==> config.mk <==
export PLATFORM = sky130hd
export DESIGN_NAME = buf_alloc_top
export DESIGN_NICKNAME = d
export VERILOG_FILES = /design/src/rtl/buf_alloc_pkg.sv /design/src/rtl/buf_alloc_lowest_free.sv /design/src/rtl/buf_alloc_busy_bits.sv /design/src/rtl/buf_alloc_counter.sv /design/src/rtl/buf_alloc_top.sv
export SDC_FILE = /design/constraint.sdc
export NUM_CORES = 1
export LEC_CHECK = 0
export BUFFER_PORTS_ARGS = -buffer_cell sky130_fd_sc_hd__buf_4
export CAP_MARGIN = 30
export CORE_MARGIN = 3
export CORE_UTILIZATION = 60
export CTS_CLUSTER_SIZE = 28
export DETAILED_ROUTE_END_ITERATION = 10
export PLACE_DENSITY_LB_ADDON = 0.05
export SYNTH_ARGS = -nofsm -noshare
export SYNTH_HDL_FRONTEND = slang
export SYNTH_SLANG_ARGS = --single-unit
==> constraint.sdc <==
create_clock -name clk -period 4.9 [get_ports clk]
set_input_delay 0.735 -clock clk [delete_from_list [all_inputs] [get_ports clk]]
set_output_delay 0.735 -clock clk [all_outputs]
set_load 0.05 [all_outputs]
==> src/rtl/buf_alloc_pkg.sv <==
package buf_alloc_pkg;

    // Step applied to the occupancy counter at a clock edge
    typedef enum logic [1:0] {
        CNT_HOLD = 2'd0,
        CNT_INC  = 2'd1,
        CNT_DEC  = 2'd2
    } cnt_step_e;

    localparam int DEFAULT_NUM_BUF = 32;

endpackage

==> src/rtl/buf_alloc_lowest_free.sv <==
module buf_alloc_lowest_free #(
    parameter int NUM_BUF = 32,
    parameter int IDX_W   = $clog2(NUM_BUF)
) (
    input  logic [NUM_BUF-1:0] busy_vec,
    output logic [IDX_W-1:0]   low_idx,
    output logic               any_idle
);

    // Scan from the top down so the lowest idle entry is written last
    always_comb begin
        low_idx  = '0;
        any_idle = 1'b0;
        for (int i = NUM_BUF - 1; i >= 0; i--) begin
            if (!busy_vec[i]) begin
                low_idx  = IDX_W'(i);
                any_idle = 1'b1;
            end
        end
    end

endmodule

==> src/rtl/buf_alloc_busy_bits.sv <==
module buf_alloc_busy_bits #(
    parameter int NUM_BUF = 32,
    parameter int IDX_W   = $clog2(NUM_BUF)
) (
    input  logic               clk,
    input  logic               rst_n,
    input  logic               set_en,
    input  logic [IDX_W-1:0]   set_idx,
    input  logic               clr_en,
    input  logic [IDX_W-1:0]   clr_idx,
    output logic [NUM_BUF-1:0] busy_vec
);

    for (genvar g = 0; g < NUM_BUF; g++) begin : g_slot
        logic hit_set;
        logic hit_clr;

        assign hit_set = set_en && (set_idx == IDX_W'(g));
        assign hit_clr = clr_en && (clr_idx == IDX_W'(g));

        // Set is checked first: a grant overrides a release of the same slot
        always_ff @(posedge clk) begin
            if (!rst_n) begin
                busy_vec[g] <= 1'b0;
            end else if (hit_set) begin
                busy_vec[g] <= 1'b1;
            end else if (hit_clr) begin
                busy_vec[g] <= 1'b0;
            end
        end
    end

endmodule

==> src/rtl/buf_alloc_counter.sv <==
module buf_alloc_counter
    import buf_alloc_pkg::*;
#(
    parameter int NUM_BUF = 32,
    parameter int CNT_W   = $clog2(NUM_BUF + 1)
) (
    input  logic             clk,
    input  logic             rst_n,
    input  cnt_step_e        step,
    output logic [CNT_W-1:0] count
);

    always_ff @(posedge clk) begin
        if (!rst_n) begin
            count <= '0;
        end else begin
            unique case (step)
                CNT_INC:  count <= count + CNT_W'(1);
                CNT_DEC:  count <= count - CNT_W'(1);
                default:  count <= count;
            endcase
        end
    end

endmodule

==> src/rtl/buf_alloc_top.sv <==
module buf_alloc_top
    import buf_alloc_pkg::*;
#(
    parameter int  NUM_BUF = DEFAULT_NUM_BUF,
    localparam int IDX_W   = $clog2(NUM_BUF),
    localparam int CNT_W   = $clog2(NUM_BUF + 1)
) (
    input  logic             clk,
    input  logic             rst_n,
    input  logic             alloc_req,
    input  logic             free_req,
    input  logic [IDX_W-1:0] free_idx,
    output logic             nack,
    output logic [IDX_W-1:0] alloc_idx,
    output logic [CNT_W-1:0] busy_count
);

    logic [NUM_BUF-1:0] busy_vec;
    logic               any_idle;
    logic               grant;
    logic               release_busy;
    cnt_step_e          step;

    buf_alloc_lowest_free #(
        .NUM_BUF (NUM_BUF),
        .IDX_W   (IDX_W)
    ) u_scan (
        .busy_vec (busy_vec),
        .low_idx  (alloc_idx),
        .any_idle (any_idle)
    );

    assign nack         = alloc_req && (busy_count == CNT_W'(NUM_BUF));
    assign grant        = alloc_req && !nack;
    assign release_busy = free_req && busy_vec[free_idx];

    always_comb begin
        unique case ({grant, release_busy})
            2'b10:   step = CNT_INC;
            2'b01:   step = CNT_DEC;
            default: step = CNT_HOLD;
        endcase
    end

    buf_alloc_busy_bits #(
        .NUM_BUF (NUM_BUF),
        .IDX_W   (IDX_W)
    ) u_busy (
        .clk      (clk),
        .rst_n    (rst_n),
        .set_en   (grant),
        .set_idx  (alloc_idx),
        .clr_en   (free_req),
        .clr_idx  (free_idx),
        .busy_vec (busy_vec)
    );

    buf_alloc_counter #(
        .NUM_BUF (NUM_BUF),
        .CNT_W   (CNT_W)
    ) u_count (
        .clk   (clk),
        .rst_n (rst_n),
        .step  (step),
        .count (busy_count)
    );

endmodule

# Word-level counts from Yosys, hierarchy flattened
# Index checks and enable logic that the tools add are counted.
[op_classes]
addsub = 2
magnitude_cmp = 1
n_eq_ne = 67
n_mux = 100
reduce_logical = 103
[ops]
columns = ["cell", "n"]
rows = [
  ["equality test 5 bit, second input constant", 32],
  ["2-to-1 mux 5 bit", 32],
  ["equality test 5 x 4 -> 1 bit, second input constant", 16],
  ["logical AND 1 bit", 67],
  ["nonzero test 2 bit", 33],
  ["2-to-1 mux 1 bit", 65],
  ["equality test 5 x 3 -> 1 bit, second input constant", 8],
  ["equality test 5 x 2 -> 1 bit, second input constant", 4],
  ["one-hot mux 6 bit (2 select lines)", 1],
  ["equality test 5 x 1 -> 1 bit, second input constant", 2],
  ["zero test 5 bit", 2],
  ["adder 6 x 1 -> 6 bit, second input constant", 1],
  ["equality test 6 bit, second input constant", 1],
  ["less-than comparator 5 x 6 -> 1 bit, second input constant", 1],
  ["subtractor 6 x 1 -> 6 bit, second input constant", 1],
  ["binary-select mux 1 bit (select 5 bit)", 1],
  ["equality test 2 x 1 -> 1 bit, second input constant", 2],
  ["equality test 2 bit, second input constant", 2],
  ["one-hot mux 2 bit (2 select lines)", 1],
  ["zero test 1 bit", 1],
]
[totals]
regBits = 38
input_bits = 9
output_inout_bits = 12
wordCells = 306

# Longest topological paths before layout
# Gate-level depths: netlist of run 1.
[logic_depth]
word_depth = 35
mapped_depth = 14
mapped_depth_nobuf = 13

# By module
# Synthesis of run 1 repeated with hierarchy kept, for this count alone.
[hier_totals]
hier_cells = 295
hier_area_um2 = 2597.5
[modules_own_cells]
columns = ["module", "instances", "cells_each", "area_each_um2", "seq_area_each_um2"]
rows = [
  ["buf_alloc_busy_bits", 1, 136, 1371.3, 640.6],
  ["buf_alloc_counter", 1, 56, 484.2, 120.1],
  ["buf_alloc_lowest_free", 1, 66, 392.9, 0.0],
  ["buf_alloc_top", 1, 37, 349.1, 0.0],
]

# Worst setup path before layout of run 1
# Ideal clock, no wire load.
[synth_timing]
kind = "input -> register"
from = "in free_idx[0]"
to = "reg u_count.count[5]"
setup_time_ns = 0.115
t_arrival_ns = 3.651
t_required_ns = 4.785
setup_slack_ns = 1.134
cell_stages = 13
n_path_buf = 1
path_cell_list = "clkbuf_1 > mux4_2 > mux4_2 > nand3_1 > nand2_1 > ha_1 > ha_1 > a21o_1 > a21oi_1 > nand4b_1 > nand4_1 > xor2_1 > and2_1"
[synth_via]
elab_chain_len = 7
word_cells_on_any_way = 10
classes_between = "4 x eq/ne; 4 x mux; 2 x reduce/logical"
[synth_lines]
columns = ["element", "line_no", "rtl"]
rows = [
  ["from (decl)", "buf_alloc_top.sv:12", "input logic [IDX_W-1:0] free_idx,"],
  ["binary-select mux 1 bit (select 5 bit) *", "buf_alloc_top.sv:35", "assign release_busy = free_req && busy_vec[free_idx];"],
  ["2-to-1 mux 1 bit (not written as such) *", "buf_alloc_top.sv:35", ""],
  ["logical AND 1 bit *", "buf_alloc_top.sv:35", ""],
  ["equality test 2 x 1 -> 1 bit or equality test 2 bit (tied branches)", "buf_alloc_top.sv:38", "unique case ({grant, release_busy})"],
  ["one-hot mux 2 bit (2 select lines) *", "buf_alloc_top.sv:38", ""],
  ["equality test 2 bit or equality test 2 x 1 -> 1 bit (tied branches)", "buf_alloc_counter.sv:17", "unique case (step)"],
  ["one-hot mux 6 bit (2 select lines) or nonzero test 2 bit (tied branches)", "--", ""],
  ["to (signal assigned)", "buf_alloc_counter.sv:18", "CNT_INC: count <= count + CNT_W'(1);"],
  ["to (signal assigned)", "buf_alloc_counter.sv:19", "CNT_DEC: count <= count - CNT_W'(1);"],
  ["to (signal assigned)", "buf_alloc_counter.sv:20", "default: count <= count;"],
  ["to (decl)", "buf_alloc_counter.sv:10", "output logic [CNT_W-1:0] count"],
]
# Mark *: on every way between the ends. The rest lies on a longest branch, timed or not. The select of a mux whose other input is x is not followed.
# A chain may end at the register's enable or synchronous reset.

# Final worst setup path of run 1
[layout_timing]
from = "in free_idx[1]"
to = "reg u_count.count[5]"
# The elaborated chain is that of the path after synthesis.

==> impl_results.md, run 1 <==
- Outcome: completed
- WL final: 7034 um
- Count leader, synth: dfxtp_1
- Post-Syn Instances: 294
- Worst Tran Pin Value: 0.7436 ns
- GR peak layer: met2
- Slowest stage delay, CP: 0.56 ns
- Hold_buf cts: 0
- Slew Viols, Final: 0
- Yosys top cell area share: 0.3065
- Core box area: between 3000 and 4000 sq um
- Reg2reg end: u_count.count[5]$_SDFFE_PN0P_
- Layout fillers: 311
- Normalized max-slew margin: 0.4997
- Worst Path Required: ~5.1 ns
- Max_cap viols: 0
- YS warnings: 0
- Crit path max fanout: 13
- Final core occ: 0.7178
- Sequential cell area fraction in the yosys report: 0.3065
- Largest delay share family, worst path: multiplexers
- CTS tree: done
- Post-Syn Area: 2482 sq um
- Die X: around 70 um
- Worst Hold End: u_busy.busy_vec[30]$_SDFFE_PN0P_
- Final min period: 3.477 ns
- Critical path endpoint category: register
- Final Hold Viols: 0
- Crit start category: input port
- HP Class: reg2reg
- Hold Crit Start: u_busy.busy_vec[30]$_SDFFE_PN0P_
- Synth area leaders: dfxtp_1 31%, o211ai_1 9.7%, mux4_2 8.2%
- Met2 usage: 0.4407
- CP dominant cell by count: ha_1
- Number of global-route vias before repair: 2,286
- Clk slew on worst S/H paths: 0.07 ns
- Power Total: 0.0006543 W
- Synthesized netlist net count: 309
- Antenna viol nets, final: 0
- P&R area growth vs syn: 10.63%
- Initial antenna violation count: 0
- R2R depth: 12
- Clock Skews: ~0.0050 ns
- Initial Util: 0.6488
- Clock Path Buffers: 2
- Post_cts resized: 0
- VDD IR-drop max: 187.3 uV
- R2r setup slk: approximately 1.7 ns
- Pwr/cell area: 238.3 nW/um^2
- Number of cells on the critical path: 13
- Die Area: 4945 sq um
- Setup Fix Bufs, Post-CTS: 0
- Via Count: between 2,000 and 2,500
- Via density: 6.863
- Critical path class: in2reg
- Antenna cells: 0
- Port buffer count: 20
- 1st-pass router iterations: 5
- CP Buf/Inv Count: 1
- GR met1 Demand/Resource: 0.4207
- Unrepaired setup endpoints after global routing: no
- Commonest cells post-synth: 38 x dfxtp_1, 36 x o21ai_0, 32 x o211ai_1
- Die Ht: 70.32 um
- Dpl cells: 350
- Post-synth EDFFs: 0
- Synth cell types: 49
- Clock Latency Late Sink: 0.30 ns
- Syn avg cell area: 8.443 sq um
- FF-to-FF Start: u_busy.busy_vec[13]$_SDFFE_PN0P_
- GRT Total Usage: 0.2967
- Seq cells post-synth: 38
- Fmax: 287.6 MHz
- Share of post-route cells with drive strength above 1: 0.1774
- First-pass GRT wire length: 11,610 um
- Setup TNS: 0 ns
- Synth Flop Type: dfxtp_1
- Row count: 22
- DP Wirelength: 5065 um
- Area leader, netlist: dfxtp_1
- # nets final: 324
- CTS Sinks: 38
- Largest net degree at the start of global routing: 41
- Static Leak: roughly 0.96 nW
- Fin crit share: 0.7095
- Cell Chain, Critical Path: buf_4, mux4_1, mux4_2, nand3b_1, nand2_1, ha_1, ha_1, a21o_1, a21oi_1, nand4b_1, nand4_1, xor2_1, and2_1
- Hold depth: 2
- Total grt overflow: 0
- Final setup viols: 0
- CP arrival: 3.67 ns
- DRC viols: 0
- FFs w/ async S/R, synth: 0
- # IOs: 21
- Slowest CP cell: mux4_1
- GP Congestion: between 1 and 1.5
- Post-Layout Cell Count: about 360
- Initial drt markers: roughly 240
- Htree depth: 2
- Grt met3 use: 0.06906
- Clock Tree Root: clkbuf_8
- DR WL/cell: slightly below 20 um
- CTS buffer count: 5
==> cell usage in the layout (no fill, tap or decap), drive strengths merged, types with 2 or more instances in the layout <==
cell type	count
a21o	2
and3	3
buf	20
or3	2
clkbuf	8
o221ai	2
and2	6
o21ai	45
nand2	29
ha	5
dfxtp	38
a21oi	9
nand2b	5
nor2	11
nand4	14
inv	13
or2	5
xor2	3
o211ai	32
nor4	2
a31oi	2
nand3	12
nand3b	2
and4	4
nor3	3
mux4	10
xnor2	2
nor2b	6
a211oi	2
==> kinds of logic after synthesis <==
family,after synthesis,synth area share
and+or+nand+nor,106,0.2263
AOI/OAI and AO/OA,104,0.2818
DFF,38,0.3065
buffers and inverters,25,0.04234
muxes,10,0.09224
adders and majority gates,6,0.03327
xor gates and xnor gates,5,0.01764
==> registers in the layout, summed over array words and instances, names as in the netlist <==
register	flops
u_busy.busy_vec	32
u_count.count	6
==> per-stage QoR <==
step,setup slack (ns),instance area (sq um),hold slack (ns)
2_1_floorplan,1.134,2482,0.5153
3_3_place_gp,1.208,2636,0.5567
3_5_place_dp,1.127,2636,0.5568
4_1_cts,1.435,2746,0.5676
5_1_grt,1.258,2746,0.6069
6_report,1.423,2746,0.5706
==> per-layer routing <==
layer	routed length, um	vias up
li1	-	1157
met1	3027	1143
met2	3108	139
met3	726	18
met4	171	0
met5	0	-
==> tightest hold or removal path: cells and delay by family, from the launching register on <==
family             cells  cell delay [ns]
DFF                    1             0.35
AOI/OAI and AO/OA      2             0.18
==> how the worst max path moves through the flow <==
stage                            from                            end  slack, ns
after floorplan           free_idx[0]  u_count.count[5]$_SDFFE_PN0P_       1.13
after global placement    free_idx[1]  u_count.count[5]$_SDFFE_PN0P_       1.21
after detailed placement  free_idx[1]  u_count.count[5]$_SDFFE_PN0P_       1.13
after CTS                 free_idx[1]  u_count.count[5]$_SDFFE_PN0P_       1.44
after global routing      free_idx[1]  u_count.count[5]$_SDFFE_PN0P_       1.26
final                     free_idx[1]  u_count.count[5]$_SDFFE_PN0P_       1.42
==> where the power goes <==
part	switching, W	internal, W	leakage, nW	total [W]
sequential	0.00000679	0.000313	0.307	0.000320
clock	0.000111	0.000142	0.0575	0.000253
combinational	0.0000571	0.0000245	0.593	0.0000817
==> layout make-up <==
type | count | area [sq um] | share of cell area
tap | 48 | 60.06 | 0.02187
inverter | 13 | 48.80 | 0.01777
timing repair buffer | 20 | 150.1 | 0.05467
clock buffer | 8 | 110.1 | 0.04009
multi-input combinational | 231 | 1617 | 0.5886
sequential | 38 | 760.7 | 0.2770
Note: power is estimated with default switching activity, not from simulation.
==> inputs of run 2 (changes only) <==
--- a/config.mk
+++ b/config.mk
@@ -8,7 +8,7 @@
 export BUFFER_PORTS_ARGS = -buffer_cell sky130_fd_sc_hd__buf_4
 export CAP_MARGIN = 30
 export CORE_MARGIN = 3
-export CORE_UTILIZATION = 60
+export CORE_UTILIZATION = 54
 export CTS_CLUSTER_SIZE = 28
 export DETAILED_ROUTE_END_ITERATION = 10
 export PLACE_DENSITY_LB_ADDON = 0.05
==> constraint.sdc (replaced) <==
create_clock -name clk -period 3 [get_ports clk]
set_input_delay 0.45 -clock clk [delete_from_list [all_inputs] [get_ports clk]]
set_output_delay 0.45 -clock clk [all_outputs]
set_load 0.05 [all_outputs]
==> run 2 against run 1 <==
  * Sequential power rose by 62%
  * Combinational power rose by 98%
  * Clock power rose by 46%
  * Sequential share of layout area fell by 2.6 points
  * Final area rose by 11%
  * Final cell count rose by 12%
  * Critical path depth fell by 1
  * Non-clock buffer count rose by 38
  * Global-route usage rose by 0.36 points
  * Largest power group unchanged
  * Worst setup slack got worse by 1.3 ns
  * Clock skew fell by 0.0023 ns
  * Largest cell class unchanged
==> impl_results.md, run 2 (synthesis gave the netlist of run 1 again) <==
- Setup slack after layout: 0.1308 ns (-1.293 ns)
- DP Wirelength: 5659 um (+12%)
- HP Class: reg2reg
- Final Hold Viols: 0 (unchanged)
- # IOs: 21 (unchanged)
- Final min period: 2.869 ns
- Commonest non-fill, non-tap cell in the layout: buf_4
- Antenna viol nets, final: 0 (unchanged)
- Setup WS pre-CTS: -0.2262 ns (-1.354 ns)
- Die X: 73.80 um (+4.9%)
- Crit start category: register
- CTS Sinks: 38 (unchanged)
- Post-place instance area: 2948 sq um (+12%)
- Htree depth: 2 (unchanged)
- Fin crit share: 0.9564
- Antenna cells: 0 (unchanged)
- Normalized max-slew margin: 0.4487 (-0.05106)
- Share of post-route cells with drive strength above 1: 0.2960 (+0.1186)
- Clock Path Buffers: 2 (unchanged)
- Logic pwr share: 0.155 (+0.030)
- P&R area growth vs syn: 23.29%
- Max_cap viols: 0 (unchanged)
- Clock Latency Late Sink: 0.29 ns (about the same)
- Largest regs: u_busy.busy_vec (32), u_count.count (6)
- Max FFs per register: 32 (unchanged)
- Hold Crit Start: u_busy.busy_vec[30]$_SDFFE_PN0P_
- Die Area: 5446 sq um (+10%)
- Commonest cells after routing, fill and taps aside: 57 x buf_4, 36 x o21ai_0, 32 x o211ai_1, 32 x dfxtp_1, 28 x nand2_1
- Port buffer count: 20 (unchanged)
- Design area: 3060 sq um (+11%)
- GP Congestion: 0.9759 (-4.5%)
- Initial drt markers: 384 (+57%)
- P_sw: 0.0002973 W (+70%)
- Critical path class: reg2reg
- Final core occ: 0.6981 (-0.01973)
- First-pass GRT wire length: 12,430 um (+7.1%)
- Die Ht: 73.80 um (+4.9%)
- Number of global-route vias before repair: 2,419 (+5.8%)
- Worst Hold End: u_busy.busy_vec[30]$_SDFFE_PN0P_
- R2R depth: 12 (unchanged)
- Power Internal: 0.0007530 W (+57%)
- Unrepaired setup endpoints after global routing: no
- Clock Skews: 0.002712 ns (-0.002270 ns)
- Hold WS: 0.5424 ns (-0.02816 ns)
- R2r setup slk: 0.13 ns (-1.59 ns)
- Total grt overflow: 0 (unchanged)
- Most flops, register: u_busy.busy_vec
- Initial Util: 0.5662 (-0.08258)
- Initial antenna violation count: 0 (unchanged)
- CP arrival: 3.06 ns (-0.61 ns)
- Via density: 6.735 (-1.9%)
- Final setup viols: 0 (unchanged)
- Worst Path Required: 3.19 ns (-1.91 ns)
- Pwr/cell area: 343.2 nW/um^2 (+44%)
- CTS buffer count: 5 (unchanged)
- Static Leak: 1.142 nW (+19%)
- # nets final: 362 (+12%)
- DRC viols: 0 (unchanged)
- Critical path endpoint category: register
- DR WL/cell: 18.91 um (-3.8%)
- Hold depth: 2 (unchanged)
- WL final: 7563 um (+7.5%)
- Via Count: 2,694 (+9.6%)
- Crit path max fanout: 6 (-7)
- Core box area: 4384 sq um (+15%)
- VDD IR-drop max: 252.7 uV (+35%)
- Slew Viols, Final: 0 (unchanged)
- Clk slew on worst S/H paths: 0.07 ns (about the same)
- Reg2reg end: u_count.count[5]$_SDFFE_PN0P_
- Clock Tree Root: clkbuf_8
- Worst Tran Pin Value: 0.8215 ns (+0.07794 ns)
- Largest net degree at the start of global routing: 41 (unchanged)
- Layout fillers: 350 (+13%)
- Clk pwr share: 0.351 (-0.036)
- Reg power frac: 0.494 (+0.005)
- Fmax: between 300 and 400 MHz
- CTS tree: done
- Row count: 24 (+9.1%)
- FF-to-FF Start: u_busy.busy_vec[13]$_SDFFE_PN0P_
- Outcome: completed
- GRT Total Usage: 0.3003 (+0.003620)
- 1st-pass router iterations: 5 (unchanged)
- Switching part of the total: 0.2831 (+0.01598)
## run 2: cell types whose count changed in the layout (fill, tap and decap cells not counted), moves of 2 or more
cell	delta
ha_4	+2
ha_1	-2
dfxtp_1	-6
buf_4	+37
dfxtp_2	+6
clkbuf_8	-2
## run 2: metrics by stage
step                      cells  power (W)   TNS [ns]
after floorplan             294  0.0006196  -0.007242
after global placement      391  0.0006873    -0.2926
after detailed placement    391  0.0006887    -0.5527
after CTS                   399   0.001054          0
after global routing        400   0.001084          0
final                       400   0.001050          0
## run 2: critical path, stage by stage (launching register included)
cell and delay [ns]:
dfxtp_1 0.33, mux4_2 0.47, mux4_2 0.49, nand3b_1 0.12
nand2_2 0.08, ha_4 0.19, ha_4 0.21, a21o_1 0.18
a21oi_2 0.17, nand4b_1 0.14, nand4_1 0.12, xor2_1 0.15
and2_1 0.13
## run 2: how the worst max path moves through the flow
stage,startpoint,endpoint,slack [ns]
final,u_busy.busy_vec[13]$_SDFFE_PN0P_,u_count.count[5]$_SDFFE_PN0P_,0.13
after global routing,u_busy.busy_vec[13]$_SDFFE_PN0P_,u_count.count[5]$_SDFFE_PN0P_,0.0002
after CTS,free_idx[0],u_count.count[5]$_SDFFE_PN0P_,0.09
after detailed placement,free_idx[0],u_count.count[5]$_SDFFE_PN0P_,-0.23
after global placement,free_idx[0],u_count.count[5]$_SDFFE_PN0P_,-0.13
after floorplan,free_idx[0],u_count.count[5]$_SDFFE_PN0P_,-0.007
## run 2: repair_timing
item,in CTS,in global routing
setup buffers,0,1
hold buffers,0,0
resized for setup,0,10
endpoints found under the hold margin,0,0
setup endpoints to repair,0,1
## run 2: power by group through the flow
stage	Clock (W)	Sequential, W	Combinational [W]
after floorplan	0	0.000542	0.0000780
after global placement	0	0.000531	0.000156
after detailed placement	0	0.000531	0.000158
after CTS	0.000377	0.000519	0.000158
after global routing	0.000393	0.000519	0.000172
final	0.000369	0.000519	0.000162
## run 2: area by class of cell
cell class	instances	area (sq um)	share of cell area
sequential	38	768.2	0.2510
clock buffer	7	86.33	0.02821
multi-input combinational	231	1644	0.5372
clock inverter	1	5.005	0.001635
tap	52	65.06	0.02126
inverter	13	48.80	0.01594
timing repair buffer	58	442.9	0.1447
## run 2: routing by layer
metal	up-vias	global-route usage	part of all wire
li1	1236	-	-
met1	1252	0.4212	0.43
met3	34	0.06566	0.10
met5	-	0	0
met4	0	0.1388	0.037
met2	172	0.4360	0.43
